==> config.mk <==
export PLATFORM = sky130hd
export DESIGN_NAME = sram_ctrl
export DESIGN_NICKNAME = d
export VERILOG_FILES = /design/src/rtl/sram_ctrl_pkg.sv /design/src/rtl/sram_interval_counter.sv /design/src/rtl/sram_seq_fsm.sv /design/src/rtl/sram_pin_stage.sv /design/src/rtl/sram_ctrl.sv
export SDC_FILE = /design/constraint.sdc
export NUM_CORES = 1
export LEC_CHECK = 0
export ABC_AREA = 1
export BUFFER_PORTS_ARGS = -buffer_cell sky130_fd_sc_hd__buf_2
export CAP_MARGIN = 20
export CELL_PAD_IN_SITES_DETAIL_PLACEMENT = 0
export CELL_PAD_IN_SITES_GLOBAL_PLACEMENT = 2
export CORE_MARGIN = 3
export CORE_UTILIZATION = 31
export DETAILED_ROUTE_END_ITERATION = 8
export GPL_TIMING_DRIVEN = 0
export PLACE_DENSITY = 0.88
export SLEW_MARGIN = 20
export SYNTH_ARGS = -nofsm -noshare
export SYNTH_HDL_FRONTEND = slang
export SYNTH_HIERARCHICAL = 1
export SYNTH_SLANG_ARGS = --single-unit
==> constraint.sdc <==
create_clock -name clk -period 3.22 [get_ports clk]
set_input_delay 0.483 -clock clk [delete_from_list [all_inputs] [get_ports clk]]
set_output_delay 0.483 -clock clk [all_outputs]
set_load 0.03 [all_outputs]
==> src/rtl/sram_ctrl_pkg.sv <==
package sram_ctrl_pkg;

    typedef enum logic [2:0] {
        ST_IDLE   = 3'd0,
        ST_READ   = 3'd1,
        ST_WAIT   = 3'd2,
        ST_WSETUP = 3'd3,
        ST_WPULSE = 3'd4,
        ST_WHOLD  = 3'd5
    } seq_state_e;

    typedef struct packed {
        logic ce_n;
        logic ce;
        logic we_n;
        logic oe_n;
        logic dq_oe;
    } ram_pins_t;

    localparam ram_pins_t PINS_PARKED = '{ce_n: 1'b1, ce: 1'b0, we_n: 1'b1, oe_n: 1'b1, dq_oe: 1'b0};

    function automatic int unsigned cycles_for(input int unsigned ns, input int unsigned period);
        return (ns + period - 1) / period;
    endfunction

    function automatic int unsigned max2(input int unsigned a, input int unsigned b);
        return (a > b) ? a : b;
    endfunction

    // Grade-dependent limits in nanoseconds (slow = 1)
    function automatic int unsigned t_cycle_ns(input bit slow);
        return slow ? 70 : 55;
    endfunction

    function automatic int unsigned t_access_ns(input bit slow);
        return slow ? 70 : 55;
    endfunction

    function automatic int unsigned t_oe_valid_ns(input bit slow);
        return slow ? 40 : 30;
    endfunction

    function automatic int unsigned t_oe_release_ns(input bit slow);
        return slow ? 35 : 30;
    endfunction

    function automatic int unsigned t_ce_release_ns(input bit slow);
        return slow ? 40 : 35;
    endfunction

    function automatic ram_pins_t pins_for(input seq_state_e st);
        ram_pins_t p;
        p = PINS_PARKED;
        case (st)
            ST_READ: begin
                p.ce_n = 1'b0;
                p.ce   = 1'b1;
                p.oe_n = 1'b0;
            end
            ST_WSETUP, ST_WHOLD: begin
                p.ce_n  = 1'b0;
                p.ce    = 1'b1;
                p.dq_oe = 1'b1;
            end
            ST_WPULSE: begin
                p.ce_n  = 1'b0;
                p.ce    = 1'b1;
                p.we_n  = 1'b0;
                p.dq_oe = 1'b1;
            end
            default: p = PINS_PARKED;
        endcase
        return p;
    endfunction

endpackage

==> src/rtl/sram_interval_counter.sv <==
module sram_interval_counter #(
    parameter int unsigned CNT_W = 3
) (
    input  logic             clk,
    input  logic             rst_n,
    input  logic             load,
    input  logic [CNT_W-1:0] load_val,
    input  logic             dec,
    output logic [CNT_W-1:0] count
);

    logic [CNT_W-1:0] cnt_d, cnt_q;

    always_comb begin
        cnt_d = cnt_q;
        if (load) begin
            cnt_d = load_val;
        end else if (dec && (cnt_q != '0)) begin
            cnt_d = cnt_q - 1'b1;
        end
    end

    always_ff @(posedge clk or negedge rst_n) begin
        if (!rst_n) begin
            cnt_q <= '0;
        end else begin
            cnt_q <= cnt_d;
        end
    end

    assign count = cnt_q;

    // Decrement saturates at zero rather than wrapping (R3/R5 interval lengths)
    a_r3_no_wrap: assert property (@(posedge clk) disable iff (!rst_n)
        ($past(cnt_q) == '0 && !$past(load)) |-> (cnt_q == '0));

endmodule

==> src/rtl/sram_seq_fsm.sv <==
module sram_seq_fsm
    import sram_ctrl_pkg::*;
#(
    parameter int unsigned ADDR_W = 17,
    parameter int unsigned DATA_W = 8,
    parameter int unsigned CNT_W  = 3,
    parameter int unsigned RD_CYC = 6,
    parameter int unsigned WE_CYC = 3
) (
    input  logic              clk,
    input  logic              rst_n,
    input  logic              req,
    input  logic              req_we,
    input  logic [ADDR_W-1:0] req_addr,
    input  logic [DATA_W-1:0] req_wdata,
    input  logic [DATA_W-1:0] dq_in,
    input  logic [CNT_W-1:0]  phase_cnt,
    input  logic [CNT_W-1:0]  quiet_cnt,
    output seq_state_e        state_d,
    output logic              phase_load,
    output logic [CNT_W-1:0]  phase_val,
    output logic              phase_dec,
    output logic              quiet_load,
    output logic              ready,
    output logic              done,
    output logic [DATA_W-1:0] rdata,
    output logic [ADDR_W-1:0] addr_q,
    output logic [DATA_W-1:0] wdata_q
);

    typedef struct packed {
        seq_state_e        st;
        logic [ADDR_W-1:0] addr;
        logic [DATA_W-1:0] wdata;
        logic [DATA_W-1:0] rdata;
        logic              done;
        logic              ready;
    } fsm_regs_t;

    localparam logic [CNT_W-1:0] RD_LAST = CNT_W'(RD_CYC - 1);
    localparam logic [CNT_W-1:0] WE_LAST = CNT_W'(WE_CYC - 1);
    localparam logic [CNT_W-1:0] ONE     = CNT_W'(1);

    fsm_regs_t r_d, r_q;
    logic      bus_settling;

    // The RAM may still drive the bus while more than one quiet cycle remains
    assign bus_settling = (quiet_cnt > ONE);

    always_comb begin
        r_d        = r_q;
        r_d.done   = 1'b0;
        phase_load = 1'b0;
        phase_val  = '0;
        phase_dec  = 1'b0;
        quiet_load = 1'b0;
        case (r_q.st)
            ST_IDLE: begin
                if (req) begin
                    r_d.addr  = req_addr;
                    r_d.wdata = req_wdata;
                    if (req_we) begin
                        r_d.st = bus_settling ? ST_WAIT : ST_WSETUP;
                    end else begin
                        r_d.st     = ST_READ;
                        phase_load = 1'b1;
                        phase_val  = RD_LAST;
                    end
                end
            end
            ST_READ: begin
                if (phase_cnt == '0) begin
                    r_d.st     = ST_IDLE;
                    r_d.rdata  = dq_in;
                    r_d.done   = 1'b1;
                    quiet_load = 1'b1;
                end else begin
                    phase_dec = 1'b1;
                end
            end
            ST_WAIT: begin
                if (!bus_settling) begin
                    r_d.st = ST_WSETUP;
                end
            end
            ST_WSETUP: begin
                r_d.st     = ST_WPULSE;
                phase_load = 1'b1;
                phase_val  = WE_LAST;
            end
            ST_WPULSE: begin
                if (phase_cnt == '0) begin
                    r_d.st = ST_WHOLD;
                end else begin
                    phase_dec = 1'b1;
                end
            end
            ST_WHOLD: begin
                r_d.st   = ST_IDLE;
                r_d.done = 1'b1;
            end
            default: r_d.st = ST_IDLE;
        endcase
        r_d.ready = (r_d.st == ST_IDLE);
    end

    always_ff @(posedge clk or negedge rst_n) begin
        if (!rst_n) begin
            r_q.st    <= ST_IDLE;
            r_q.addr  <= '0;
            r_q.wdata <= '0;
            r_q.rdata <= '0;
            r_q.done  <= 1'b0;
            r_q.ready <= 1'b1;
        end else begin
            r_q <= r_d;
        end
    end

    assign state_d = r_d.st;
    assign ready   = r_q.ready;
    assign done    = r_q.done;
    assign rdata   = r_q.rdata;
    assign addr_q  = r_q.addr;
    assign wdata_q = r_q.wdata;

    // completion is a single-cycle pulse
    a_r4_done_single: assert property (@(posedge clk) disable iff (!rst_n)
        done |=> !done);

    // the captured request is frozen while the controller is busy
    a_r2_capture_frozen: assert property (@(posedge clk) disable iff (!rst_n)
        (!ready && !$past(ready)) |-> ($stable(addr_q) && $stable(wdata_q)));

endmodule

==> src/rtl/sram_pin_stage.sv <==
module sram_pin_stage
    import sram_ctrl_pkg::*;
(
    input  logic       clk,
    input  logic       rst_n,
    input  seq_state_e state_d,
    output ram_pins_t  pins_q
);

    ram_pins_t pins_d;

    always_comb begin
        pins_d = pins_for(state_d);
    end

    always_ff @(posedge clk or negedge rst_n) begin
        if (!rst_n) begin
            pins_q <= PINS_PARKED;
        end else begin
            pins_q <= pins_d;
        end
    end

    // a write strobe never coincides with the RAM output enabled
    a_r5_we_excludes_oe: assert property (@(posedge clk) disable iff (!rst_n)
        !pins_q.we_n |-> (pins_q.oe_n && pins_q.dq_oe && !pins_q.ce_n));

    // while the RAM output is enabled the controller does not drive
    a_r3_read_no_drive: assert property (@(posedge clk) disable iff (!rst_n)
        !pins_q.oe_n |-> (!pins_q.dq_oe && pins_q.we_n));

endmodule

==> src/rtl/sram_ctrl.sv <==
module sram_ctrl
    import sram_ctrl_pkg::*;
#(
    parameter int unsigned ADDR_W        = 17,
    parameter int unsigned DATA_W        = 8,
    parameter int unsigned CLK_PERIOD_NS = 10,
    parameter bit          SLOW_GRADE    = 1'b0,
    parameter int unsigned WE_PULSE_CYC  = 3
) (
    input  logic              clk,
    input  logic              rst_n,
    input  logic              req,
    input  logic              req_we,
    input  logic [ADDR_W-1:0] req_addr,
    input  logic [DATA_W-1:0] req_wdata,
    output logic              ready,
    output logic              done,
    output logic [DATA_W-1:0] rdata,
    output logic [ADDR_W-1:0] ram_addr,
    output logic              ram_ce_n,
    output logic              ram_ce,
    output logic              ram_we_n,
    output logic              ram_oe_n,
    output logic [DATA_W-1:0] dq_out,
    output logic              dq_oe,
    input  logic [DATA_W-1:0] dq_in
);

    localparam int unsigned RD_CYC = max2(max2(cycles_for(t_cycle_ns(SLOW_GRADE), CLK_PERIOD_NS),
                                              cycles_for(t_access_ns(SLOW_GRADE), CLK_PERIOD_NS)),
                                         cycles_for(t_oe_valid_ns(SLOW_GRADE), CLK_PERIOD_NS));
    localparam int unsigned TURN_CYC = max2(cycles_for(t_oe_release_ns(SLOW_GRADE), CLK_PERIOD_NS),
                                           cycles_for(t_ce_release_ns(SLOW_GRADE), CLK_PERIOD_NS));
    localparam int unsigned WE_CYC  = (WE_PULSE_CYC < 1) ? 1 : WE_PULSE_CYC;
    localparam int unsigned MAX_CNT = max2(max2(RD_CYC, WE_CYC), TURN_CYC);
    localparam int unsigned CNT_W   = $clog2(MAX_CNT + 1);
    localparam int unsigned GAP_W   = $clog2(TURN_CYC + 2);

    seq_state_e        state_d;
    ram_pins_t         pins_q;
    logic              phase_load, phase_dec, quiet_load;
    logic [CNT_W-1:0]  phase_val, phase_cnt, quiet_cnt;

    sram_seq_fsm #(
        .ADDR_W (ADDR_W),
        .DATA_W (DATA_W),
        .CNT_W  (CNT_W),
        .RD_CYC (RD_CYC),
        .WE_CYC (WE_CYC)
    ) i_fsm (
        .clk        (clk),
        .rst_n      (rst_n),
        .req        (req),
        .req_we     (req_we),
        .req_addr   (req_addr),
        .req_wdata  (req_wdata),
        .dq_in      (dq_in),
        .phase_cnt  (phase_cnt),
        .quiet_cnt  (quiet_cnt),
        .state_d    (state_d),
        .phase_load (phase_load),
        .phase_val  (phase_val),
        .phase_dec  (phase_dec),
        .quiet_load (quiet_load),
        .ready      (ready),
        .done       (done),
        .rdata      (rdata),
        .addr_q     (ram_addr),
        .wdata_q    (dq_out)
    );

    // Phase timer: read interval and write-strobe width
    sram_interval_counter #(.CNT_W(CNT_W)) i_phase_cnt (
        .clk      (clk),
        .rst_n    (rst_n),
        .load     (phase_load),
        .load_val (phase_val),
        .dec      (phase_dec),
        .count    (phase_cnt)
    );

    // Quiet timer: bus release window after a read, free-running down to zero
    sram_interval_counter #(.CNT_W(CNT_W)) i_quiet_cnt (
        .clk      (clk),
        .rst_n    (rst_n),
        .load     (quiet_load),
        .load_val (CNT_W'(TURN_CYC)),
        .dec      (1'b1),
        .count    (quiet_cnt)
    );

    sram_pin_stage i_pins (
        .clk     (clk),
        .rst_n   (rst_n),
        .state_d (state_d),
        .pins_q  (pins_q)
    );

    assign ram_ce_n = pins_q.ce_n;
    assign ram_ce   = pins_q.ce;
    assign ram_we_n = pins_q.we_n;
    assign ram_oe_n = pins_q.oe_n;
    assign dq_oe    = pins_q.dq_oe;

    // Independent gap monitor: cycles since the RAM output was last enabled
    logic [GAP_W-1:0] gap_d, gap_q;

    always_comb begin
        gap_d = gap_q;
        if (!ram_oe_n) begin
            gap_d = '0;
        end else if (gap_q < GAP_W'(TURN_CYC)) begin
            gap_d = gap_q + 1'b1;
        end
    end

    always_ff @(posedge clk or negedge rst_n) begin
        if (!rst_n) begin
            gap_q <= GAP_W'(TURN_CYC);
        end else begin
            gap_q <= gap_d;
        end
    end

    a_r6_turnaround: assert property (@(posedge clk) disable iff (!rst_n)
        dq_oe |-> (gap_q >= GAP_W'(TURN_CYC)));

    a_r8_addr_stable: assert property (@(posedge clk) disable iff (!rst_n)
        (!ram_ce_n && $past(!ram_ce_n)) |-> $stable(ram_addr));

    a_r2_busy_not_ready: assert property (@(posedge clk) disable iff (!rst_n)
        !ram_ce_n |-> !ready);

    a_r1_enables_agree: assert property (@(posedge clk) disable iff (!rst_n)
        ram_ce_n |-> (!ram_ce && ram_we_n && ram_oe_n && !dq_oe));

endmodule

==> results by group, run 1 <==
Floorplan
  – Die area: 8950 µm²
  – Die W: 94.6 µm
  – IO Pins: 77
  – Die height: 94.6 µm
  – Area of the core: 7450 µm²
  – Initial Util: 32.7%
  – Row cnt: 31

Pwr
  – Pleak: between 0.0015 and 0.002 µW
  – Sw frac: 46.5%
  – Pwr per Cell Area: ~1100 nW/µm²
  – Peak supply drop: 0.514 mV
  – Clock power share: 10.3%
  – Int Power: ~1900 µW
  – Total power: 3480 µW
  – Psw: between 1500 and 2000 µW
  – Seq pwr share: 31.7%
  – Combinational share of power: 58.0%

STA
  – Final worst-path cycle share: 63.2%
  – Clk_skew: around 0.0055 ns
  – TNS Setup: 0 ns
  – FMAX: around 500 MHz
  – Max_slew headroom: between 50 and 60%
  – Final Hold Violating Endpoints: 0
  – Unrepaired setup endpoints after global routing: false
  – # setup viols final: 0
  – Slew Viols, Final: 0
  – Actual slew at the worst max-slew pin: 0.710 ns
  – Tmin final: 2.04 ns

Layout
  – Final-stage net count: 419
  – Fill cells: 853
  – Finished Cell Area: 3030 µm²
  – Ant. Diodes: 0
  – Layout cell share with drive strength beyond 1: 36.9%
  – Synthesis-to-finish area growth: 24.6%

Global route
  – Largest net degree at the start of global routing: 50
  – All-Layer GR Usage: between 10% and 20%
  – Total congestion overflow: 0
  – Vias in the first global route: 1,876
  – Initial antenna violation count: 0
  – First-pass GRT wire length: ~8600 µm

Status
  – Run status: finished, final reports clean

Logic synthesis
  – Netlist cell types: 21
  – Synth Area in XOR/XNOR: 0%
  – Post-Synth Simple-Gate Area: 28.3%
  – Mean Syn Cell Area: 8.31 µm²
  – Synth Instances: 293
  – Seq/Total Area, Yosys: 50.6%
  – Post-synthesis mux area share: 0%
  – Largest family of logic cells by synthesized area: simple AND/OR/NAND/NOR gates
  – Post-Synth Adder-Cell Area: between 2 and 2.5%
  – Synth warn: 6
  – Synth Cell Area: 2430 µm²
  – Compound-Gate Fraction of Synth Area: 2.06%
  – #FFs+latches synth: between 40 and 50

Setup path
  – CP Class: flop to flop
  – Crit Path Max Fanout: 10
  – Critical path required time: about 3.4 ns
  – CP arrival: roughly 2.2 ns
  – Crit end category: flop
  – Critical path launch point type: flop

Clock network
  – Clock transition at path regs: 0.09 ns
  – Longest Clk Path Bufs: 2
  – Clock latency on the worst-skew pair: 0.30 ns
  – Number of setup buffers added after CTS: 0
  – CTS sink cnt: 49
  – CTS buffer count: 5
  – CTS resizes: 0
  – CTS tree: done
  – H-tree levels: 2
  – Hold-fix buffers, CTS: 0
  – Root buf cell: clkbuf_8

Route
  – Drt total wl: 5100 µm
  – DR vias/cell: 4.17
  – DRT iter0 DRCs: 61
  – Wire per inst: 10.7 µm
  – DRC: 0
  – Post-route ant nets: 0
  – DRT Pass-1 Iters: 4
  – Vias: between 1,500 and 2,000

Placed design
  – Post-DP HPWL: 3720 µm
  – Global placer's final weighted congestion: 0.769
  – Placed Area: around 2900 µm²
  – Number of port buffers: 76

Min path
  – Hold crit path type: input pin to asynchronous set/reset pin

Run
  – Max_cap viols: 0
## critical path, cell delays in order (launching register included)
cell     delay (ns)
dfrtp_1        0.42
nor2_2         0.33
nand2_2        0.23
o21ai_0        0.62
o21ai_0        0.20
nand2_1        0.09
nand2_1        0.05
## area by class of cell
cell class	instances	area, µm²	share of cell area [%]
Multi-Input combinational cell	182	803	26.5
Sequential cell	49	1230	40.6
Inverter	20	87.6	2.89
Clock buffer	7	76.3	2.52
Clock inverter	1	7.51	0.248
Timing Repair Buffer	76	383	12.6
Tap cell	99	124	4.09
Buffer	44	319	10.5
## power groups by stage
stage                     logic (µW)  registers (µW)  clock network [µW]
after detailed placement        2060            1110                   0
after floorplan                 1530            1150                   0
after CTS                       2060            1100                 376
after global placement          2040            1110                   0
after global routing            2290            1140                 405
final                           2020            1100                 359
## Yosys cell counts (all sizes together)
library cell	count	area (µm²)
a21oi	2	10.0
buf	44	319
clkinv	1	16.3
conb	2	7.51
dfrtp	45	1130
dfstp	4	105
ha	4	50.1
inv	19	71.3
nand2	113	432
nand3	36	185
nand4	1	6.26
nor2	13	58.8
o21ai	8	40.0
or2	1	6.26
## per-layer routing
| layer | GRT usage [%] | vias up | routed length (µm) | part of all wire (%) |
|---|---|---|---|---|
| met5 | 0 | - | 0 | 0 |
| met4 | 3.25 | 0 | 42 | 0.82 |
| met3 | 3.67 | 4 | 329 | 6.5 |
| met2 | 18.1 | 52 | 2260 | 44 |
| met1 | 16.8 | 894 | 2460 | 48 |
| li1 | - | 1045 | - | - |
## metrics by stage
step,cells,setup WS [ns],hold WS (ns),utilization [%]
final,478,1.18,0.198,40.7
after global routing,478,0.964,0.232,40.7
after CTS,478,1.17,0.224,40.7
after detailed placement,470,1.01,0.459,39.6
after global placement,470,1.02,0.455,39.5
after floorplan,295,1.49,0.187,-
## state kept, by name, indices dropped and copies added, names as in the netlist
register           flops
i_fsm/addr_q          17
i_fsm/done             1
i_fsm/r_q              3
i_fsm/rdata            8
i_fsm/ready            1
i_fsm/wdata_q          8
i_phase_cnt/count      3
i_pins/pins_q          5
i_quiet_cnt/count      3
## worst paths after layout
path | from | to | slack (ns) | cells after the start
hold reg to reg | i_fsm/wdata_q[0] | i_fsm/wdata_q[0] | 0.47 | 2
min in group clk | dq_in[0] | i_fsm/rdata[0] | 0.37 | 3
hold / removal | rst_n | i_fsm/addr_q[0] | 0.20 | 1
setup / recovery | i_fsm/r_q[37] | i_phase_cnt/count[1] | 1.18 | 6
setup reg to reg | i_fsm/r_q[37] | i_phase_cnt/count[1] | 1.18 | 6
max in group asynchronous | rst_n | i_fsm/r_q[35] | 2.61 | 1
## placed cells by master, fill, tap and decap left out, drive strengths merged
cell,n
nand2,113
nor2,13
ha,4
or2,1
o21ai,8
clkinvlp,1
a21oi,2
dfstp,4
clkbuf,7
nand3,36
conb,4
nand4,1
clkinv,1
inv,19
buf,120
dfrtp,45
## cells by family (layout without fill, tap and decap cells)
| logic type | after synthesis | after routing |
|---|---|---|
| adders and majority gates | 4 | 4 |
| buffers and inverters | 64 | 148 |
| AOI/OAI and AO/OA | 10 | 10 |
| other | 2 | 4 |
| DFF | 49 | 49 |
| and+or+nand+nor | 164 | 164 |
Power figures use the tool's default switching activity.
==> run 2, diff against run 1 <==
CORE_UTILIZATION = 26   (was 31)
PLACE_DENSITY = 0.79   (was 0.88)
clock period = 1.7 ns   (was 3.22 ns; I/O delays follow)
==> run 2 against run 1 <==
  * Die area grew 18%
  * Worst hold slack got worse by 0.044 ns
  * Clock power rose by 130%
  * Sequential power up 90%
  * Critical path depth up 3
  * Fmax up 32%
  * Clock skew is 0.0050 ns higher
  * Routed wire length up 4.4%
  * First-iteration DRC count grew 33%
  * Global-route usage shrank 1.7 points
  * Clock-buffer cell count down 2
  * Critical endpoint is now i_pins/pins_q[0]
==> results by group, run 2 (synthesis gave the netlist of run 1 again) <==
Status
  – Run status: finished, final reports clean

Layout
  – Layout cell share with drive strength beyond 1: 38.1% (+1.2 points)
  – Finished Cell Area: 3120 µm² (+2.9%)
  – Most frequent cells in the layout: 110 x nand2_1, 81 x buf_2, 45 x dfrtp_1, 41 x buf_4, 35 x nand3_1
  – Layout Utilization: 35.1% (-5.6 points)
  – Max reg flops: 17 (unchanged)
  – Synthesis-to-finish area growth: 28.2%
  – Final-stage net count: 423 (+0.95%)
  – Most common cell after layout, fill and taps aside: nand2_1
  – Fill cells: 963 (+13%)
  – Ant. Diodes: 0 (unchanged)

Global route
  – Initial antenna violation count: 0 (unchanged)
  – Largest net degree at the start of global routing: 50 (unchanged)
  – Total congestion overflow: 0 (unchanged)
  – First-pass GRT wire length: 8620 µm (+0.24%)
  – All-Layer GR Usage: 10.3% (-1.7 points)
  – Vias in the first global route: 1,844 (-1.7%)

Clock network
  – Clock transition at path regs: 0.10 ns (about the same)
  – Longest Clk Path Bufs: 2 (unchanged)
  – H-tree levels: 2 (unchanged)
  – Root buf cell: clkbuf_8
  – CTS sink cnt: 49 (unchanged)
  – Clock latency on the worst-skew pair: 0.30 ns (about the same)
  – CTS buffer count: 5 (unchanged)
  – CTS tree: done

Setup path
  – Slowest Stage Delay on Critical Path: 0.48 ns (-0.14 ns)
  – Critical path required time: 1.95 ns (-1.47 ns)
  – Most frequent cell on the critical path: nand2_1
  – Crit Path Max Fanout: 9 (-1)
  – Crit-path cells: nor2_4 -> buf_4 -> nand2_1 -> nand2_1 -> nand2_1 -> nand2_1 -> buf_4 -> nand3_1 -> nand2_1
  – Crit end category: flop
  – Critical-path top delay cell: dfrtp_1
  – CP Class: flop to flop
  – Critical path launch point type: flop
  – CP arrival: 1.79 ns (-0.45 ns)

STA
  – FMAX: 646 MHz (+32%)
  – Final worst-path cycle share: 91.0% (+28 points)
  – Clk_skew: 0.0106 ns (+0.00505 ns)
  – # setup viols final: 0 (unchanged)
  – Actual slew at the worst max-slew pin: 0.634 ns (-0.0758 ns)
  – Max_slew headroom: 57.7% (+5.6 points)
  – Tmin final: 1.55 ns (-0.488 ns)
  – Unrepaired setup endpoints after global routing: false
  – Final Hold Violating Endpoints: 0 (unchanged)
  – Hold Slack: 0.154 ns (-0.0440 ns)
  – Slew Viols, Final: 0 (unchanged)

Placed design
  – Global placer's final weighted congestion: 0.774 (+0.64%)
  – Post-DP HPWL: 3860 µm (+3.7%)
  – Number of port buffers: 76 (unchanged)
  – Placed Area: 2960 µm² (+0.38%)

Route
  – Vias: 2,002 (+0.35%)
  – DRC: 0 (unchanged)
  – DRT iter0 DRCs: 81 (+33%)
  – DRT Pass-1 Iters: 4 (unchanged)
  – Wire per inst: 10.8 µm (+1.6%)
  – Post-route ant nets: 0 (unchanged)
  – DR vias/cell: 4.08 (-2.3%)
  – Drt total wl: 5320 µm (+4.4%)

Floorplan
  – Row cnt: 34 (+9.7%)
  – Die W: 103 µm (+8.6%)
  – Initial Util: 27.4% (-5.3 points)
  – Die area: 10,600 µm² (+18%)
  – Area of the core: 8890 µm² (+19%)
  – IO Pins: 77 (unchanged)
  – Die height: 103 µm (+8.6%)

Pwr
  – Pleak: 0.00180 µW (+2.5%)
  – Peak supply drop: 0.979 mV (+90%)
  – Pwr per Cell Area: 2190 nW/µm² (+91%)

Run
  – Max_cap viols: 0 (unchanged)

Min path
  – Hold crit path type: input pin to flop
run 2: metrics by stage:
stage	setup TNS, ns	power, µW	worst slack [ns]	std cells
6_report	0	6840	0.153	491
5_1_grt	0	7500	0.00387	491
4_1_cts	0	6950	0.0121	489
3_5_place_dp	-1.17	6010	-0.399	479
3_3_place_gp	-1.14	6000	-0.390	479
2_1_floorplan	0	5090	0.0576	295
run 2: timing repair:
item / in CTS / in global routing
pin swaps: 2 / 1
hold buffers: 1 / 0
buffers inserted: 1 / 2
resized for setup: 3 / 1
setup endpoints to repair: 8 / 3
endpoints found under the hold margin: 26 / 0
run 2: routing by layer:
| metal | global-route usage, % | part of all wire [%] |
|---|---|---|
| met2 | 16.5 | 45 |
| met5 | 0 | 0 |
| met1 | 13.7 | 48 |
| met4 | 2.79 | 0.43 |
| met3 | 2.91 | 6.3 |
run 2: area by class of cell:
type / instances / area (µm²) / share of cell area, %
clock buffers: 5 / 68.8 / 2.21
inverters: 20 / 87.6 / 2.81
multi-input cells: 182 / 817 / 26.2
repair buffers: 80 / 415 / 13.3
plain buffers: 44 / 319 / 10.2
well taps: 108 / 135 / 4.33
clock inverters: 3 / 46.3 / 1.48
flip-flops and latches: 49 / 1230 / 39.5
run 2: critical path, delay by kind of cell (launching register included):
| family | cells | cell delay [ns] |
|---|---|---|
| buffers and inverters | 2 | 0.34 |
| AND/OR/NAND/NOR | 7 | 0.68 |
| flip-flops | 1 | 0.48 |
run 2: worst paths after layout:
path                                    end  cells after the start  slack, ns        startpoint
max reg2reg                i_pins/pins_q[0]                      9       0.15     i_fsm/r_q[35]
max in group asynchronous   i_fsm/addr_q[4]                      2       0.76             rst_n
max                        i_pins/pins_q[0]                      9       0.15     i_fsm/r_q[35]
min                          i_fsm/rdata[4]                      3       0.15          dq_in[4]
min reg2reg                i_fsm/wdata_q[2]                      2       0.48  i_fsm/wdata_q[2]
min in group asynchronous        i_fsm/done                      2       0.52             rst_n
run 2: power breakdown:
part	internal, µW	leakage [µW]	switching (µW)
sequential	1770	0.000602	318
clock	441	0.0000543	402
combinational	1510	0.00114	2400
total	3720	0.00180	3120
